**config.mk**
```make
export PLATFORM = sky130hd
export DESIGN_NAME = ctr_stream_combiner
export DESIGN_NICKNAME = d
export VERILOG_FILES = /design/src/rtl/ctr_pkg.sv /design/src/rtl/ctr_count_gen.sv /design/src/rtl/ctr_delay_line.sv /design/src/rtl/ctr_stream_combiner.sv
export SDC_FILE = /design/constraint.sdc
export NUM_CORES = 1
export LEC_CHECK = 0
export BUFFER_PORTS_ARGS = -buffer_cell sky130_fd_sc_hd__buf_2
export CAP_MARGIN = 20
export CORE_MARGIN = 10
export CORE_UTILIZATION = 50
export DETAILED_ROUTE_END_ITERATION = 10
export GPL_ROUTABILITY_DRIVEN = 0
export MAX_ROUTING_LAYER = met4
export PLACE_DENSITY = 0.74
export SYNTH_ARGS = -nofsm -noshare
export SYNTH_HDL_FRONTEND = slang
export SYNTH_SLANG_ARGS = --single-unit
```
**constraint.sdc**
```tcl
create_clock -name clk -period 3.1 [get_ports clk]
set_input_delay 0.31 -clock clk [delete_from_list [all_inputs] [get_ports clk]]
set_output_delay 0.31 -clock clk [all_outputs]
set_load 0.02 [all_outputs]
```
**src/rtl/ctr_pkg.sv**
```systemverilog
package ctr_pkg;
  localparam int unsigned DEF_NONCE_W = 64;
  localparam int unsigned DEF_COUNT_W = 64;
  localparam int unsigned DEF_LATENCY = 10;

  // next count value and whether it lands back on the start value
  function automatic logic wraps_to_start(input logic [127:0] nxt,
                                          input logic [127:0] start);
    return nxt == start;
  endfunction
endpackage

```
**src/rtl/ctr_count_gen.sv**
```systemverilog
module ctr_count_gen #(
  parameter int unsigned NONCE_W = 64,
  parameter int unsigned COUNT_W = 64,
  localparam int unsigned BLK_W = NONCE_W + COUNT_W
) (
  input  logic               clk,
  input  logic               rst_n,
  input  logic               load,
  input  logic [NONCE_W-1:0] nonce_in,
  input  logic [COUNT_W-1:0] seed_in,
  input  logic               advance,
  output logic [BLK_W-1:0]   block_out,
  output logic               err_out
);
  logic [NONCE_W-1:0] nonce_q;
  logic [COUNT_W-1:0] count_q;
  logic [COUNT_W-1:0] start_q;
  logic               err_q;
  logic [COUNT_W-1:0] count_nxt;
  logic               hit_start;

  assign count_nxt = count_q + COUNT_W'(1);
  assign hit_start = ctr_pkg::wraps_to_start(128'(count_nxt), 128'(start_q));

  always_ff @(posedge clk or negedge rst_n) begin
    if (!rst_n) begin
      nonce_q <= '0;
      count_q <= '0;
      start_q <= '0;
      err_q   <= 1'b0;
    end else if (load) begin
      nonce_q <= nonce_in;
      count_q <= seed_in;
      start_q <= seed_in;
      err_q   <= 1'b0;
    end else if (advance) begin
      count_q <= count_nxt;
      if (hit_start) err_q <= 1'b1;
    end
  end

  assign block_out = {nonce_q, count_q};
  assign err_out   = err_q;
endmodule

```
**src/rtl/ctr_delay_line.sv**
```systemverilog
module ctr_delay_line #(
  parameter int unsigned WIDTH = 128,
  parameter int unsigned DEPTH = 10
) (
  input  logic             clk,
  input  logic             rst_n,
  input  logic             in_v,
  input  logic [WIDTH-1:0] in_d,
  output logic             out_v,
  output logic [WIDTH-1:0] out_d
);
  logic             v_q [DEPTH];
  logic [WIDTH-1:0] d_q [DEPTH];

  for (genvar s = 0; s < DEPTH; s++) begin : g_stage
    if (s == 0) begin : g_head
      always_ff @(posedge clk or negedge rst_n) begin
        if (!rst_n) begin
          v_q[0] <= 1'b0;
          d_q[0] <= '0;
        end else begin
          v_q[0] <= in_v;
          d_q[0] <= in_d;
        end
      end
    end else begin : g_body
      always_ff @(posedge clk or negedge rst_n) begin
        if (!rst_n) begin
          v_q[s] <= 1'b0;
          d_q[s] <= '0;
        end else begin
          v_q[s] <= v_q[s-1];
          d_q[s] <= d_q[s-1];
        end
      end
    end
  end

  assign out_v = v_q[DEPTH-1];
  assign out_d = d_q[DEPTH-1];
endmodule

```
**src/rtl/ctr_stream_combiner.sv**
```systemverilog
module ctr_stream_combiner #(
  parameter int unsigned NONCE_W = ctr_pkg::DEF_NONCE_W,
  parameter int unsigned COUNT_W = ctr_pkg::DEF_COUNT_W,
  parameter int unsigned LATENCY = ctr_pkg::DEF_LATENCY,
  localparam int unsigned BLK_W  = NONCE_W + COUNT_W
) (
  input  logic               clk,
  input  logic               rst_n,
  input  logic               load_i,
  input  logic [NONCE_W-1:0] nonce_i,
  input  logic [COUNT_W-1:0] seed_i,
  input  logic               in_valid,
  output logic               in_ready,
  input  logic [BLK_W-1:0]   in_data,
  output logic               ks_req_valid,
  output logic [BLK_W-1:0]   ks_req_block,
  input  logic               ks_rsp_valid,
  input  logic [BLK_W-1:0]   ks_rsp_data,
  output logic               out_valid,
  output logic [BLK_W-1:0]   out_data,
  output logic               wrap_err
);
  logic             take;
  logic             dly_valid;
  logic [BLK_W-1:0] dly_data;

  assign in_ready     = !wrap_err && !load_i;
  assign take         = in_valid && in_ready;
  assign ks_req_valid = take;

  ctr_count_gen #(.NONCE_W(NONCE_W), .COUNT_W(COUNT_W)) i_count (
    .clk       (clk),
    .rst_n     (rst_n),
    .load      (load_i),
    .nonce_in  (nonce_i),
    .seed_in   (seed_i),
    .advance   (take),
    .block_out (ks_req_block),
    .err_out   (wrap_err)
  );

  ctr_delay_line #(.WIDTH(BLK_W), .DEPTH(LATENCY)) i_delay (
    .clk   (clk),
    .rst_n (rst_n),
    .in_v  (take),
    .in_d  (in_data),
    .out_v (dly_valid),
    .out_d (dly_data)
  );

  assign out_valid = ks_rsp_valid;
  assign out_data  = ks_rsp_data ^ dly_data;
endmodule

```
Yosys cells after proc, flatten, opt, wreduce, memory -nomap -nowiden --
Index checks and enable logic that the tools add are counted.
Storage, ports and cells: flip-flop bits (word level) 1473, output and inout port bits 260
Operators by class: $add $sub $neg 1, eq/ne operators 1, mux-type cells 5, bitwise logic cells 1, reduce and logical (&&, ||, !) cells 7
Operators with widths (number):
- $mux W64 | 2
- $xor A128 B128 Y128 | 1
- $add A64 B1 Y64 const B | 1
- $eq A64 B64 Y1 | 1
- $reduce_bool A2 Y1 | 2
- $mux W1 | 3
- $logic_and A1 B1 Y1 | 2
- $logic_not A1 Y1 | 2
- $reduce_and A2 Y1 | 1

Depth between registers and ports, before layout --
Gate-level depths: netlist (run 1).
word-level depth 5, mapped depth 10, depth with buffers taken out 9

By module --
From an unflattened synthesis (run 1), not the netlist that was laid out.
Unflattened totals: cell total of the unflattened synthesis 2633, area, all modules 44846.8 sq um
Modules (own cells, without submodules):
- ctr_delay_line | times used 1, cells each 1418, area an instance 33241.9 sq um, seq. area each 32281.0 sq um
- ctr_count_gen | times used 1, cells each 1084, area an instance 10460.0 sq um, seq. area each 4829.6 sq um
- ctr_stream_combiner | times used 1, cells each 131, area an instance 1144.8 sq um, seq. area each 0.0 sq um

Least setup slack after synthesis (run 1) --
OpenSTA, ideal clock, no wires.
path type reg2reg, from register i_count.count_q[0], to register i_count.err_q, in the netlist i_count.err_out, setup time 96 ps, arrival time 2955 ps, data required time 3004 ps, slack 49 ps, cell stages (with the launch flop) 10, path buffers 0, clock period less this slack 3051 ps, cells stage by stage dfrtp_1 > ha_1 > nand3_1 > nor3_4 > nand4_2 > nor3b_2 > xnor2_1 > or4_1 > or4_1 > o32ai_2
Between the ends: longest elaborated chain between the ends 4
RTL lines:
- start, declared | RTL line ctr_count_gen.sv:16 | logic [COUNT_W-1:0] count_q;
- start signal, assigned | RTL line ctr_count_gen.sv:33 | count_q <= seed_in;
- start signal, assigned | RTL line ctr_count_gen.sv:37 | count_q <= count_nxt;
- $add A64 B1 Y64 | RTL line ctr_count_gen.sv:22 | assign count_nxt = count_q + COUNT_W'(1);
- $eq A64 B64 Y1 | RTL line ctr_pkg.sv:9 | return nxt == start;
- $reduce_bool A2 Y1 (no line)
- $reduce_and A2 Y1 (no line)
- end signal, assigned | RTL line ctr_count_gen.sv:30 | err_q <= 1'b0;
- end signal, assigned | RTL line ctr_count_gen.sv:35 | err_q <= 1'b0;
- end signal, assigned | RTL line ctr_count_gen.sv:38 | if (hit_start) err_q <= 1'b1;
- end, declared | RTL line ctr_count_gen.sv:18 | logic err_q;
No other way between the ends. A chain may end at the register's enable or synchronous reset.

Final worst setup path (run 1) --
from register i_count.count_q[27], to register i_count.err_q, in the netlist i_count.err_out
The elaborated chain is that of the path after synthesis.

==> run summary, run 1 <==
STA classifies the critical path endpoint as a register. The first global-routing pass estimated 171000 um of wire. Worst setup path category: register to register. The number of nets in the synthesized netlist is 2866.

Global routing consumed, over all layers together, 23.8% of the routing resources. Measured in cells, the most critical reg-to-reg path has a length of 8. The placeable core area is 86500 um2. Per report_power, the clock group accounts for 43.0% of the total. Averaged over all synthesized cells, the footprint is 17.6 um2. The final route contains 24100 vias. In the final routed layout, each cell accounts on average for 23.5 um.

In the synthesized netlist the async set-or-reset flop fraction comes to 100%. The tools report the number of global-route vias before repair as 27300. The top cell types in the final layout, fill and taps aside, are dfrtp_1 (1468), buf_2 (644), dlygate4sd3_1 (257), xor2_1 (185), clkbuf_16 (144). Of the available clock period, the critical path in the final layout requires 96.6%. Start of the worst register-to-register path: i_count.count_q[27]. The tools report the final wirelength as 114000 um. The min-delay analysis places its worst path in the category primary input to async pin. Once the floorplan was initialized, standard cells occupied 50.3% of the core. Final-layout fill cell count: 5635. Fraction of post-synthesis cell area in the top cell type by area: 84.8%.

Synthesis handed over a netlist of 2476 instances. The leakage power summed over all cells came out at 26.2 nW. The count of pins on the block boundary is 649, and the layout-stage area growth over the synthesis result is 30.1%. The mapped netlist covers 43500 um2. The endpoint identified for the worst register-to-register timing path is i_count.err_out. For the number of antenna violations at the first check in global routing, the log shows 13. The standard-cell row count is 108.

IR analysis of the VDD net gives a maximum drop of 0.750 mV. The number of different library cells used by synthesis comes to 56. The finished layout holds 4852 standard cells, fillers aside.

The cell taking the most area after synthesis was dfrtp_1. Combinational logic is responsible for 7.2% of the overall power. The max-cap violation count came out at 0. The tools report the post-placement worst setup slack as 90.8 ps. Horizontal die dimension: 315 um. In this run the tool buffered the top-level ports with 646 buffer cells. For flop-to-flop paths, the worst setup slack is 110 ps. The largest net degree at the start of global routing was 260. In this run the power density over the cells is 741 nW/um2. The run finished with clean final reports. The clock root buffer master is clkbuf_16. Static timing analysis puts the maximum clock frequency at 334 MHz. Setup slack on the critical path of the routed design comes to 107 ps.

The tools report the cell internal power dissipation as 31.9 mW. In this run, flip-flops and latches consume 49.9% of the power. The type of origin of the critical path is a register.

For this design the total switching power over the nets is 10.1 mW. The number of clock buffers added by TritonCTS is 142. Among all flip-flop cells after synthesis, the most frequent one is dfrtp_1. Data arrives at the worst endpoint at 3630 ps.

Across the routed clock network, the largest skew measured is 25.1 ps. Subtracting the final worst setup slack from the clock period gives 2990 ps. Overflow left after global routing: 0. In this run switching power makes up 24.0% of total power. In this run the worst path has a maximum fanout of 6.

No sink is reached through more buffers than the 3 on the longest clock path. The tools report the number of warning messages in the yosys log as 0. The data required time of the critical path was 3740 ps; the sum of net half-perimeters after detailed placement was 65700 um.

The register bit total from synthesis is 1473. The logs give 0 for the number of nets with antenna violations after detailed routing and 1473 for the clock sink total. The setup-violating endpoint count in the final report was 0. The violation count after the first detailed-route iteration was 1992; the final-report hold violation count was 0. In the routed design, unresolved DRC markers number 0.

In the routed layout, each cell is associated on average with a via count of 4.97. The critical path starts at i_count.count_q[27]. Setup repair after global routing left no endpoint under its margin. The logs give 84.8% for the share of synthesized area occupied by flip-flops and latches and 48900 um2 for the instance area after placement.

Most common library cell in the layout ignoring fill and taps: dfrtp_1. The synthesized design contains 0 enable-type register cells. The worst pin sits at a relative slew slack of 29.1%. At the pin with the least slew margin, the transition time is 1060 ps. The post-route standard cell area excluding fillers was 56600 um2; the cell count after placement was 4323. TritonCTS built the clock tree. The pre-antenna-repair detailed-routing pass consisted of 7 iterations. The post-route netlist has 29.6% of its cells at a drive strength greater than 1. The floorplan step defined a die boundary enclosing 99100 um2. Adding up every negative setup slack in the final design gives 0 ps. The endpoint of the worst setup timing path is i_count.err_out. The vertical extent of the die was 315 um; the number of max-slew violations in the final report was 0. Clock-pin slew was measured on the worst setup and hold paths at 60 ps.

Clock latency on the worst-skew pair, taken at its later pin, is 750 ps. The net count of the finished layout is 3964. Ranked by total cell area, the synthesized netlist is headed by dfrtp_1 (85%), xor2_1 (3.7%), xnor2_1 (2.1%). CTS built an H-tree with a depth of 4.
==> repair_timing <==
item | CTS | global route
resized for setup | 0 | 15
endpoints found under the setup margin | 0 | 1
hold buffers | 257 | 0
hold endpoints to repair | 385 | 0
buffers inserted | 0 | 5
==> cell families (layout without fill, tap and decap cells) <==
logic type | count (synthesis) | count (layout) | synth area share [%]
AO/OA/AOI/OAI | 167 | 167 | 2.10
adder cells (fa/ha/maj) | 1 | 1 | 0.0288
XOR/XNOR | 291 | 291 | 5.90
flip-flops | 1473 | 1473 | 84.8
multiplexers | 68 | 68 | 1.75
buffers and inverters | 141 | 1348 | 1.31
other | 0 | 14 | 0
AND/OR/NAND/NOR | 335 | 335 | 4.10
==> registers in the layout, summed over array words and instances (netlist names) <==
register / count
i_count.nonce_q: 64
i_count.start_q: 64
i_delay.out_d: 128
i_count.err_out: 1
i_delay.d_q: 1152
i_count.count_q: 64
==> Yosys cell counts (all sizes together), types with 31 or more instances <==
cell type     n
dfrtp      1473
xor2        185
o21ai       139
nand2       116
xnor2       105
inv          72
mux2         64
clkbuf       49
nor2         45
nand4        44
nor3         37
nand3        31
==> metal layers <==
layer	global-route usage (%)	vias up	part of all wire (%)
met5	-	-	0
met4	13.0	0	6.1
met3	5.99	358	6.7
met2	38.7	1087	51
met1	26.8	12400	36
li1	-	10200	-
==> worst max-delay path, cell delays in order (launching register included) <==
cell     delay (ps)
dfrtp_1         450
nand4_1         330
nor4_1          510
nand4_2         200
nor2_1          160
nor3b_1          70
or4_1           450
or4_1           450
o32ai_2         250
==> cell type report <==
type | count | area [um2] | area share (%)
antenna | 14 | 35.0 | 0.0619
clock buffer | 197 | 4060 | 7.18
clock inverter | 56 | 846 | 1.50
inverter | 72 | 270 | 0.478
multi-input combinational | 862 | 6090 | 10.8
sequential | 1473 | 36900 | 65.2
tap | 1155 | 1450 | 2.56
timing repair buffer | 1023 | 6940 | 12.3
==> how the worst min path moves through the flow <==
stage	slack, ps	endpoint	from
global placement	330	i_delay.d_q[457]	i_delay.d_q[585]
global route	150	i_delay.d_q[1251]	in_data[99]
CTS	130	i_delay.d_q[1203]	in_data[51]
floorplan	10	i_count.count_q[0]	rst_n
finish	170	i_count.nonce_q[6]	rst_n
detailed placement	330	i_delay.d_q[1025]	i_delay.d_q[1153]
==> metrics by stage <==
step                util, %  hold WS (ps)  power, mW
global placement       56.6           331       23.7
global route           65.4           151       43.4
floorplan                 -          14.4       22.2
finish                 65.4           174       41.9
detailed placement     56.6           335       23.8
CTS                    65.2           128       42.1
==> power by group through the flow <==
| stage | sequential [mW] | combinational, mW | clock (mW) |
|---|---|---|---|
| floorplan | 21.2 | 1.01 | 0 |
| global placement | 21.1 | 2.59 | 0 |
| detailed placement | 21.2 | 2.64 | 0 |
| CTS | 20.9 | 2.96 | 18.2 |
| global route | 21.0 | 3.20 | 19.2 |
| finish | 20.9 | 3.00 | 18.0 |
Power figures use the tool's default switching activity.
==> run 2: changes to the inputs <==
- CELL_PAD_IN_SITES_DETAIL_PLACEMENT: not set -> 1
- CELL_PAD_IN_SITES_GLOBAL_PLACEMENT: not set -> 1
- CORE_UTILIZATION: 50 -> 47
- PLACE_DENSITY: 0.74 -> 0.81
==> run summary, run 2 (same netlist as run 1, synthesis figures left out) <==
The proportion of power drawn by combinational gates was 7.5% (+0.3 points); the number of nets with antenna violations after detailed routing was 0 (unchanged). The DRC violation count after routing is 0 (unchanged). The number of flip-flops under the largest register name is 1152 (unchanged). Detailed-routing iteration count for the pre-antenna-repair pass: 5 (-2). The flow ran to the end, and the final reports show no timing, DRC or antenna violations.

The minimum setup slack in the final design is 41.4 ps (-65.4 ps), and the die outline area is 105000 um2 (+6.0%). For the number of global-route vias before repair, the log shows 29400 (+7.8%). The tools report the final-layout fill cell count as 8352 (+48%). The tools report the clock sink total as 1473 (unchanged). The horizontal die dimension works out to 324 um (+2.9%). Placeable core area: 91700 um2 (+6.0%). The layout-stage area growth over the synthesis result was 30.3%; the overflow left after global routing was 0 (unchanged).

The slew at the pin closest to its max-slew limit was 885 ps (-178 ps); the setup-violating endpoint count in the final report was 0 (unchanged). The top fanout value on the critical path came out at 5 (-1). The number of buffers created by CTS is 145 (+2.1%), and the fraction of power spent switching nets is 26.1% (+2.1 points). The tools report the highest clock frequency the design can meet as 327 MHz (-2.1%). The start of the worst register-to-register path was i_count.count_q[2].

The vertical extent of the die was 324 um (+2.9%). Critical path endpoint category: a register. Number of max-slew violations in the final report: 0 (unchanged). The clock-pin slew of the registers on the worst-case setup and hold paths was 60 ps (about the same); the aggregate negative setup slack was 0 ps (unchanged).

For the storage element area, the log shows 36900 um2 (about the same). The worst setup path category is register to register. The number of nets in the layout was 3961 (-0.076%); the leakage power summed over all cells was 26.2 nW (-0.11%).

For the violation count after the first detailed-route iteration, the log shows 2132 (+7.0%). The effective utilization at floorplan came out at 47.4% (-2.8 points). The number of levels the H-tree was split into was 4 (unchanged).

The final cycle utilization of the critical path is 98.7% (+2.1 points), and the worst voltage drop across the vdd grid is 0.802 mV (+7.0%). Leaving out fill and tap cells, the most frequent cell in the layout is dfrtp_1. For the switching component of the power, the log shows 11.2 mW (+11%). For the largest net degree at the start of global routing, the log shows 173 (-33%). The count of pins on the block boundary came out at 649 (unchanged). The max-cap violation count is 0 (unchanged). The tools report the data required time of the critical path as 3750 ps (about the same). The power per cell area is 758 nW/um2 (+2.3%). The run gives 760 ps (about the same) as the insertion delay of the later-clocked pin in the worst-skew pair. The library cells used most frequently in the layout, excluding fill and tap cells, are dfrtp_1 (1467), buf_2 (644), dlygate4sd3_1 (257), xor2_1 (185), clkbuf_16 (146). The detailed-route vias per instance is 5.16 (+3.9%), and the clock share of power is 43.5% (+0.5 points). More flip-flops sit in one register than any other, and that register is i_delay.d_q. The post-placement worst setup slack came out at 2.82 ps (-88.0 ps). The first-pass GRT wire length is 209000 um (+23%), and the standard-cell row count is 111 (+2.8%). Number of antenna violations at the first check in global routing: 33 (+20).

The final wirelength is 153000 um (+34%), and the portion of total power attributed to sequential cells is 49.0% (-0.9 points). The endpoint identified for the worst register-to-register timing path is i_count.err_out. The run gives 6160 um2 (+1.2%) as the area used by multi-input combinational logic. The tools report the clock root buffer master as clkbuf_16.

The path class of the tightest hold or removal check is primary input to async pin. The total routing usage reported by global routing was 28.7% (+4.9 points); the cell internal power dissipation was 31.7 mW (-0.38%). The sum of net half-perimeters after detailed placement was 80700 um (+23%); the vias after detailed routing was 25400 (+5.5%).

The logs give 3 (unchanged) for the largest buffer count on any clock path and 3710 ps (+80 ps) for the critical path arrival. The average detailed-routed wire length per instance was 31.0 um (+32%); the final setup skew was 51.4 ps (+26.3 ps). The tools report the internal reg-to-reg setup slack as 40 ps (-70 ps).

The minimum period implied by the final worst setup slack is 3060 ps (+65.4 ps), and the count of cells along the worst register-to-register path is 9 (+1). The final-report hold violation count came out at 0 (unchanged). The tools report the relative slew slack as 41.0% (+12 points). The number of buffers added on ports came out at 646 (unchanged).

The ratio of cells with drive above 1 in the final layout is 29.6% (about the same). The worst setup path is launched from a register. TritonCTS built the clock tree.
-- run 2: area by class of cell --
type	count	area share, %
Inverter	72	0.477
Clock buffer	211	7.41
Sequential cell	1473	65.1
Tap cell	1186	2.62
Timing Repair Buffer	1017	12.1
Clock inverter	50	1.17
Antenna cell	55	0.243
Multi-Input combinational cell	862	10.9
-- run 2: worst max-delay path by stage --
| stage | end | cells after the start | startpoint |
|---|---|---|---|
| 5_1_grt | i_count.err_out | 8 | i_count.count_q[2] |
| 4_1_cts | i_count.err_out | 9 | i_count.count_q[10] |
| 2_1_floorplan | i_count.err_out | 9 | i_count.count_q[0] |
| 6_report | i_count.err_out | 9 | i_count.count_q[2] |
| 3_3_place_gp | i_count.err_out | 9 | i_count.count_q[10] |
| 3_5_place_dp | i_count.err_out | 9 | i_count.count_q[10] |
-- run 2: per-stage QoR --
| stage | cell area, um2 | std cells | total power, mW | hold WS (ps) | utilization (%) |
|---|---|---|---|---|---|
| finish | 56600 | 4926 | 42.9 | 37.3 | 61.8 |
| detailed placement | 48900 | 4347 | 24.0 | 316 | 53.3 |
| floorplan | 43500 | 2476 | 22.2 | 14.4 | - |
| CTS | 56300 | 4865 | 42.5 | 118 | 61.4 |
| global placement | 48900 | 4347 | 23.7 | 310 | 53.3 |
| global route | 56600 | 4925 | 44.4 | 108 | 61.8 |
-- run 2: timing repair --
action                     in CTS  in global routing
gates resized for setup         1                 26
cloned                          0                  0
hold endpoints to repair      376                  0
hold buffers                  257                  0
setup endpoints to repair       1                  1
buffers inserted                0                  6
pin swaps                       1                  6
-- run 2: power by group through the flow --
stage	clock network, mW	logic [mW]	registers (mW)
2_1_floorplan	0	1.01	21.2
4_1_cts	18.4	3.10	21.0
3_3_place_gp	0	2.64	21.1
3_5_place_dp	0	2.74	21.2
5_1_grt	19.9	3.40	21.1
6_report	18.7	3.22	21.1
-- run 2: worst max-delay path: stages, from the launching register on --
cell and delay [ps]:
dfrtp_1 470, nand3_2 260, nor4_4 490, nand4_4 230, buf_4 220, nor3_1 190
xnor2_1 170, o2111ai_1 150, or4_1 510, o32ai_2 280
-- run 2: layer usage --
metal  routed length (um)  GRT usage (%)  part of all wire, %
met2                80000           48.1                   52
met3                 9300           6.50                  6.1
met5                    0              -                    0
met4                 9310           15.5                  6.1
met1                53900           31.7                   35
